### src/rtl/usb_path_pkg.sv
package usb_path_pkg;
  typedef enum logic [2:0] {
    ST_RESET   = 3'd0,
    ST_INITIAL = 3'd1,
    ST_DISC    = 3'd2,
    ST_FSLS    = 3'd3,
    ST_HS      = 3'd4,
    ST_DETACH  = 3'd5
  } path_st_e;

  localparam logic [1:0] CODE_DISC   = 2'd0;
  localparam logic [1:0] CODE_DETACH = 2'd1;
  localparam logic [1:0] CODE_FSLS   = 2'd2;
  localparam logic [1:0] CODE_HS     = 2'd3;
endpackage

### src/rtl/upc_sync2.sv
module upc_sync2 #(
  parameter int STAGES = 2
) (
  input  logic clk,
  input  logic rst_n,
  input  logic d,
  output logic q
);
  logic [STAGES-1:0] pipe_q;

  always_ff @(posedge clk or negedge rst_n) begin
    if (!rst_n) pipe_q <= '0;
    else        pipe_q <= {pipe_q[STAGES-2:0], d};
  end

  assign q = pipe_q[STAGES-1];
endmodule

### src/rtl/upc_counter.sv
module upc_counter #(
  parameter int W = 8
) (
  input  logic         clk,
  input  logic         rst_n,
  input  logic         clr,
  input  logic         inc,
  output logic [W-1:0] cnt
);
  logic [W-1:0] cnt_d;

  always_comb begin
    cnt_d = cnt;
    if (clr)      cnt_d = '0;
    else if (inc) cnt_d = cnt + 1'b1;
  end

  always_ff @(posedge clk or negedge rst_n) begin
    if (!rst_n)          cnt <= '0;
    else if (clr || inc) cnt <= cnt_d;
  end
endmodule

### src/rtl/upc_decode.sv
module upc_decode
  import usb_path_pkg::*;
(
  input  path_st_e   st,
  input  logic       force_thru,
  output logic       sw_on,
  output logic       sw_chg_only,
  output logic       rt_on,
  output logic [1:0] code
);
  logic sw_nat, rt_nat;

  always_comb begin
    sw_nat      = 1'b0;
    rt_nat      = 1'b0;
    sw_chg_only = 1'b0;
    code        = CODE_DISC;
    unique case (st)
      ST_RESET:   ;
      ST_INITIAL: begin sw_nat = 1'b1; sw_chg_only = 1'b1; end
      ST_DISC:    sw_nat = 1'b1;
      ST_FSLS:    begin sw_nat = 1'b1; code = CODE_FSLS; end
      ST_HS:      begin rt_nat = 1'b1; code = CODE_HS; end
      ST_DETACH:  code = CODE_DETACH;
      default:    ;
    endcase
  end

  assign sw_on = force_thru ? (st != ST_RESET) : sw_nat;
  assign rt_on = rt_nat && !force_thru;
endmodule

### src/rtl/usb_path_ctrl.sv
module usb_path_ctrl
  import usb_path_pkg::*;
#(
  parameter int INIT_CYC = 240000,
  parameter int HOLD_CYC = 72000,
  parameter int SE0_CYC  = 72000
) (
  input  logic       clk,
  input  logic       rst_n,
  input  logic       conn_en,
  input  logic       detach_hold_en,
  input  logic       force_thru,
  input  logic       hs_hshake_done,
  input  logic       hs_resume_done,
  input  logic       dev_detach,
  input  logic       se0_level,
  output logic       sw_on,
  output logic       sw_chg_only,
  output logic       rt_on,
  output logic [1:0] state_code
);
  localparam int TMAX = (INIT_CYC > HOLD_CYC) ? INIT_CYC : HOLD_CYC;
  localparam int TW   = $clog2(TMAX + 1);
  localparam int SW   = $clog2(SE0_CYC + 1);

  path_st_e        state_q, state_d;
  logic            conn_s;
  logic [TW-1:0]   age;
  logic [SW-1:0]   se0_run;
  logic            tmr_inc, st_chg, se0_inc;
  logic            init_done, hold_done, se0_done;

  upc_sync2 #(.STAGES(2)) u_conn_sync (
    .clk(clk), .rst_n(rst_n), .d(conn_en), .q(conn_s)
  );

  assign st_chg  = (state_d != state_q);
  assign tmr_inc = (state_q == ST_INITIAL) || (state_q == ST_DETACH);

  upc_counter #(.W(TW)) u_state_tmr (
    .clk(clk), .rst_n(rst_n), .clr(st_chg), .inc(tmr_inc), .cnt(age)
  );

  assign se0_inc = (state_q == ST_HS) && se0_level;

  upc_counter #(.W(SW)) u_se0_tmr (
    .clk(clk), .rst_n(rst_n), .clr(!se0_inc), .inc(se0_inc), .cnt(se0_run)
  );

  assign init_done = (age == TW'(INIT_CYC - 1));
  assign hold_done = (age == TW'(HOLD_CYC - 1));
  assign se0_done  = se0_inc && (se0_run == SW'(SE0_CYC - 1));

  always_comb begin
    state_d = state_q;
    unique case (state_q)
      ST_RESET:   state_d = ST_INITIAL;
      ST_INITIAL: if (init_done) state_d = ST_DISC;
      ST_DISC:    if (conn_s) state_d = ST_FSLS;
      ST_FSLS: begin
        if (!conn_s)                              state_d = ST_DISC;
        else if (hs_hshake_done || hs_resume_done) state_d = ST_HS;
      end
      ST_HS: begin
        if (!conn_s)         state_d = ST_DISC;
        else if (dev_detach) state_d = detach_hold_en ? ST_DETACH : ST_FSLS;
        else if (se0_done)   state_d = ST_FSLS;
      end
      ST_DETACH: begin
        if (!conn_s)        state_d = ST_DISC;
        else if (hold_done) state_d = ST_FSLS;
      end
      default:    state_d = ST_RESET;
    endcase
  end

  always_ff @(posedge clk or negedge rst_n) begin
    if (!rst_n) state_q <= ST_RESET;
    else        state_q <= state_d;
  end

  upc_decode u_decode (
    .st(state_q), .force_thru(force_thru), .sw_on(sw_on),
    .sw_chg_only(sw_chg_only), .rt_on(rt_on), .code(state_code)
  );


  path_excl_chk: assert property (@(posedge clk) disable iff (!rst_n)
    rt_on |-> !sw_on);


  force_rt_off_chk: assert property (@(posedge clk) disable iff (!rst_n)
    force_thru |-> !rt_on);


  reset_exit_chk: assert property (@(posedge clk) disable iff (!rst_n)
    (state_q == ST_RESET) |=> (state_q == ST_INITIAL));


  detach_hold_chk: assert property (@(posedge clk) disable iff (!rst_n)
    (state_q == ST_HS && conn_s && dev_detach && detach_hold_en)
      |=> (state_q == ST_DETACH));


  se0_bound_chk: assert property (@(posedge clk) disable iff (!rst_n)
    se0_run <= SW'(SE0_CYC));


  conn_drop_chk: assert property (@(posedge clk) disable iff (!rst_n)
    (!conn_s && (state_q == ST_FSLS || state_q == ST_HS || state_q == ST_DETACH))
      |=> (state_q == ST_DISC));
endmodule

### config.mk
export PLATFORM = sky130hd
export DESIGN_NAME = usb_path_ctrl
export DESIGN_NICKNAME = d
export VERILOG_FILES = /design/src/rtl/usb_path_pkg.sv /design/src/rtl/upc_sync2.sv /design/src/rtl/upc_counter.sv /design/src/rtl/upc_decode.sv /design/src/rtl/usb_path_ctrl.sv
export SDC_FILE = /design/constraint.sdc
export NUM_CORES = 1
export LEC_CHECK = 0
export BUFFER_PORTS_ARGS = -buffer_cell sky130_fd_sc_hd__buf_2
export CORE_UTILIZATION = 60
export DETAILED_ROUTE_END_ITERATION = 8
export PLACE_DENSITY = 0.78
export SLEW_MARGIN = 20
export SYNTH_ARGS = -nofsm -noshare
export SYNTH_HDL_FRONTEND = slang
export SYNTH_SLANG_ARGS = --single-unit
### constraint.sdc
create_clock -name clk -period 2.42 [get_ports clk]
set_input_delay 0.121 -clock clk [delete_from_list [all_inputs] [get_ports clk]]
set_output_delay 0.121 -clock clk [all_outputs]
set_load 0.005 [all_outputs]
==> qor.yml <==
outcome:
  status: "complete, no violations"
power_and_ir_drop:
  total_leakage_power_uw: 0.001062
  power.total_uw: 1940
  power.density_nw_per_um2: 785.5
  peakVddDrop_mv: 0.4348
  power.switching_uw: 719.4
  combPwrFrac_pct: 37.1
  p_int_uw: 1221
  p_clk_share_pct: 23.2
  switching_share_pct: 37.08
  pwr-share-seq_pct: 39.7
critical_path:
  worstPathMaxFanout: 18
  cp-end-kind: "flop"
  r2r_cells: 8
  r2r_start: "u_state_tmr.cnt[0]$_DFFE_PN0P_"
  crit_required_ns: 2.61
  start_kind: "flop"
  crit_type: "reg -> reg"
  reg2reg_slack_ns: 0.11
  endpoint: "u_state_tmr.cnt[0]$_DFFE_PN0P_"
  critical_path_arrival_ns: 2.50
  critPathLaunch: "u_state_tmr.cnt[0]$_DFFE_PN0P_"
  timing.rr.end: "u_state_tmr.cnt[0]$_DFFE_PN0P_"
logic_synthesis:
  yosysSeqAreaShare_pct: 44.72
  synth_largest_area_cell: "dfrtp_1"
  dominantRegCellSynth: "dfrtp_1"
  async_flop_share_pct: 100.0
  synth-edff-count: 0
  synth_seq_cells: 40
  syn_nets: 238
  synth_area_leaders: "dfrtp_1 (45%), xor2_1 (8.2%), nor3_2 (4.5%), and3_1 (3.9%), nor2_1 (3.9%)"
  yosysMostFrequentCell: "dfrtp_1"
  synth_top_area_share_pct: 44.72
  synth_cells: 227
  netlist_top_cells_count: "dfrtp_1 (40), nor2_1 (23), xor2_1 (21), and3_1 (14), nand2_1 (14)"
  syn_area_um2: 2238
  ys_warn_count: 0
  synth_cell_type_count: 48
  syn_avg_cell_area_um2: 9.861
drt:
  drc: 0
  dr_total_vias: 1706
  via_per_inst: 5.803
  drt-total-wl_um: 4220
  ant_nets: 0
  wire_per_inst_um: 14.35
  firstDrtPassIters: 4
  drt-initial-drc-count: 135
die:
  coreArea_um2: 3442
  dieArea_um2: 3979
  rows: 21
  die_h_um: 63.08
  start_util_pct: 65.03
  io_pins: 14
  die_x_um: 63.08
timing:
  tightest_slew_ns: 0.8692
  final.setup.tns_ns: 0
  slew_headroom_pct: 42.05
  slew_viol_final: 0
  max_freq_mhz: 433.2
  fin_crit_ns: 2.308
  post-route-period-util_pct: 95.39
  finClkSkew_ns: 0.01475
  setup_viol: 0
  hold_violations: 0
cts:
  htreeDepth: 2
  numClockSinks: 40
  cts_buffers: 5
  cts_setup_buffers: 0
  clk_pin_slew_ns: 0.08
  clock_latency_ns: 0.29
  clockBufferDepth: 2
  cts_tree: "built"
  clock-root-buffer: "clkbuf_8"
global_routing:
  grt_pass1_vias: 1694
  grt_max_degree: 41
  grt_pass1_wl_um: 7617
  antenna_found_initial: 0
  grt.total_usage_pct: 24.50
  overflow: 0
placed_design:
  portBuffers: 13
  hpwl_um: 2931
  gp_congestion: 0.8341
finish:
  drive_above_1_share_pct: 17.74
  area_growth_pct: 10.34
  fin_nets: 258
  diodes: 0
min_path:
  hold_path.class: "in -> reg"
flow_run:
  drv_cap: 0
per-layer routing:
layer	track usage [%]	up-vias	routed length (µm)
met5	0	-	0
met4	7.267	0	45
met3	5.254	5	170
met2	39.52	34	2058
met1	32.98	825	1946
li1	-	842	-
stage by stage:
stage                     cell area (µm²)  utilization (%)  hold WS (ns)  worst slack (ns)  cells
after floorplan                      2238                -       -0.1746            0.4271    227
after global placement               2355            68.41        0.2289            0.2920    284
after detailed placement             2355            68.41        0.2347            0.1547    284
after CTS                            2467            71.68       0.08577            0.1267    294
after global routing                 2470            71.76       0.09091         -0.001093    294
final                                2470            71.76       0.08710            0.1116    294
layout by cell type, fill, tap and decap left out, types with 2 or more instances in the layout:
cell           instances
xor2_1                21
or3_1                  4
nor2_1                23
nand3_1               13
xnor2_1                8
clkinv_2               2
and2_1                 2
a21oi_1                5
buf_4                  6
nor3b_1                2
nand4_1                7
dfrtp_1               39
clkbuf_8               6
nor3_2                10
nand2_1               14
ha_1                   2
and4_1                 2
buf_2                 13
o21a_1                 2
nor3_1                 9
inv_1                  4
nand4b_1               2
and3_1                14
dlygate4sd3_1          2
nand2b_1               3
o21ai_0                8
flip-flops by register name (all words and copies together) (netlist names):
register / cells
u_se0_tmr.cnt: 17
u_conn_sync.pipe_q: 2
u_state_tmr.cnt: 18
state_q: 3
power by group through the flow:
stage               logic, µW  registers [µW]  clock network (µW)
finish                    720             770                 450
global route              798             782                 493
CTS                       724             769                 463
detailed placement        718             782                   0
global placement          706             779                   0
floorplan                 604             749                   0
layout make-up:
cell class / count / area, µm²
Fill cell: 283 / 972.2
Inverter: 4 / 15.01
Sequential cell: 40 / 1002
Timing Repair Buffer: 22 / 150.1
Clock inverter: 2 / 10.01
Clock buffer: 6 / 82.58
Multi-Input combinational cell: 174 / 1152
Tap cell: 46 / 57.56
kinds of logic after synthesis:
| logic type | after synthesis | share of synthesized area (%) |
|---|---|---|
| adder cells (fa/ha/maj) | 2 | 1.118 |
| buffers and inverters | 13 | 3.856 |
| multiplexers | 1 | 0.4472 |
| AO/OA/AOI/OAI | 25 | 7.603 |
| flip-flops | 40 | 44.72 |
| XOR/XNOR | 29 | 11.35 |
| AND/OR/NAND/NOR | 117 | 30.91 |
critical path, stage by stage, from the launching register on:
cell	delay, ns
dfrtp_2	0.41
ha_1	0.24
nor3b_1	0.21
and4_2	0.29
a21boi_1	0.09
a211o_1	0.27
o21a_1	0.18
buf_4	0.21
o311ai_2	0.31
worst min-delay path by stage:
stage                                            endpoint  slack, ns       from  depth (start not counted)
after CTS                      u_se0_tmr.cnt[1]$_DFF_PN0_       0.09  se0_level                          2
after detailed placement  u_conn_sync.pipe_q[0]$_DFF_PN0_       0.23    conn_en                          1
after global routing           u_se0_tmr.cnt[1]$_DFF_PN0_       0.09  se0_level                          2
final                          u_se0_tmr.cnt[1]$_DFF_PN0_       0.09  se0_level                          2
after global placement    u_conn_sync.pipe_q[0]$_DFF_PN0_       0.23    conn_en                          1
after floorplan                      state_q[0]$_DFF_PN0_      -0.17      rst_n                          0
what timing repair did:
item	CTS	global route
setup endpoints to repair	0	1
hold buffers	2	0
gates resized for setup	0	2
hold endpoints to repair	41	0
Power figures use the tool's default switching activity.
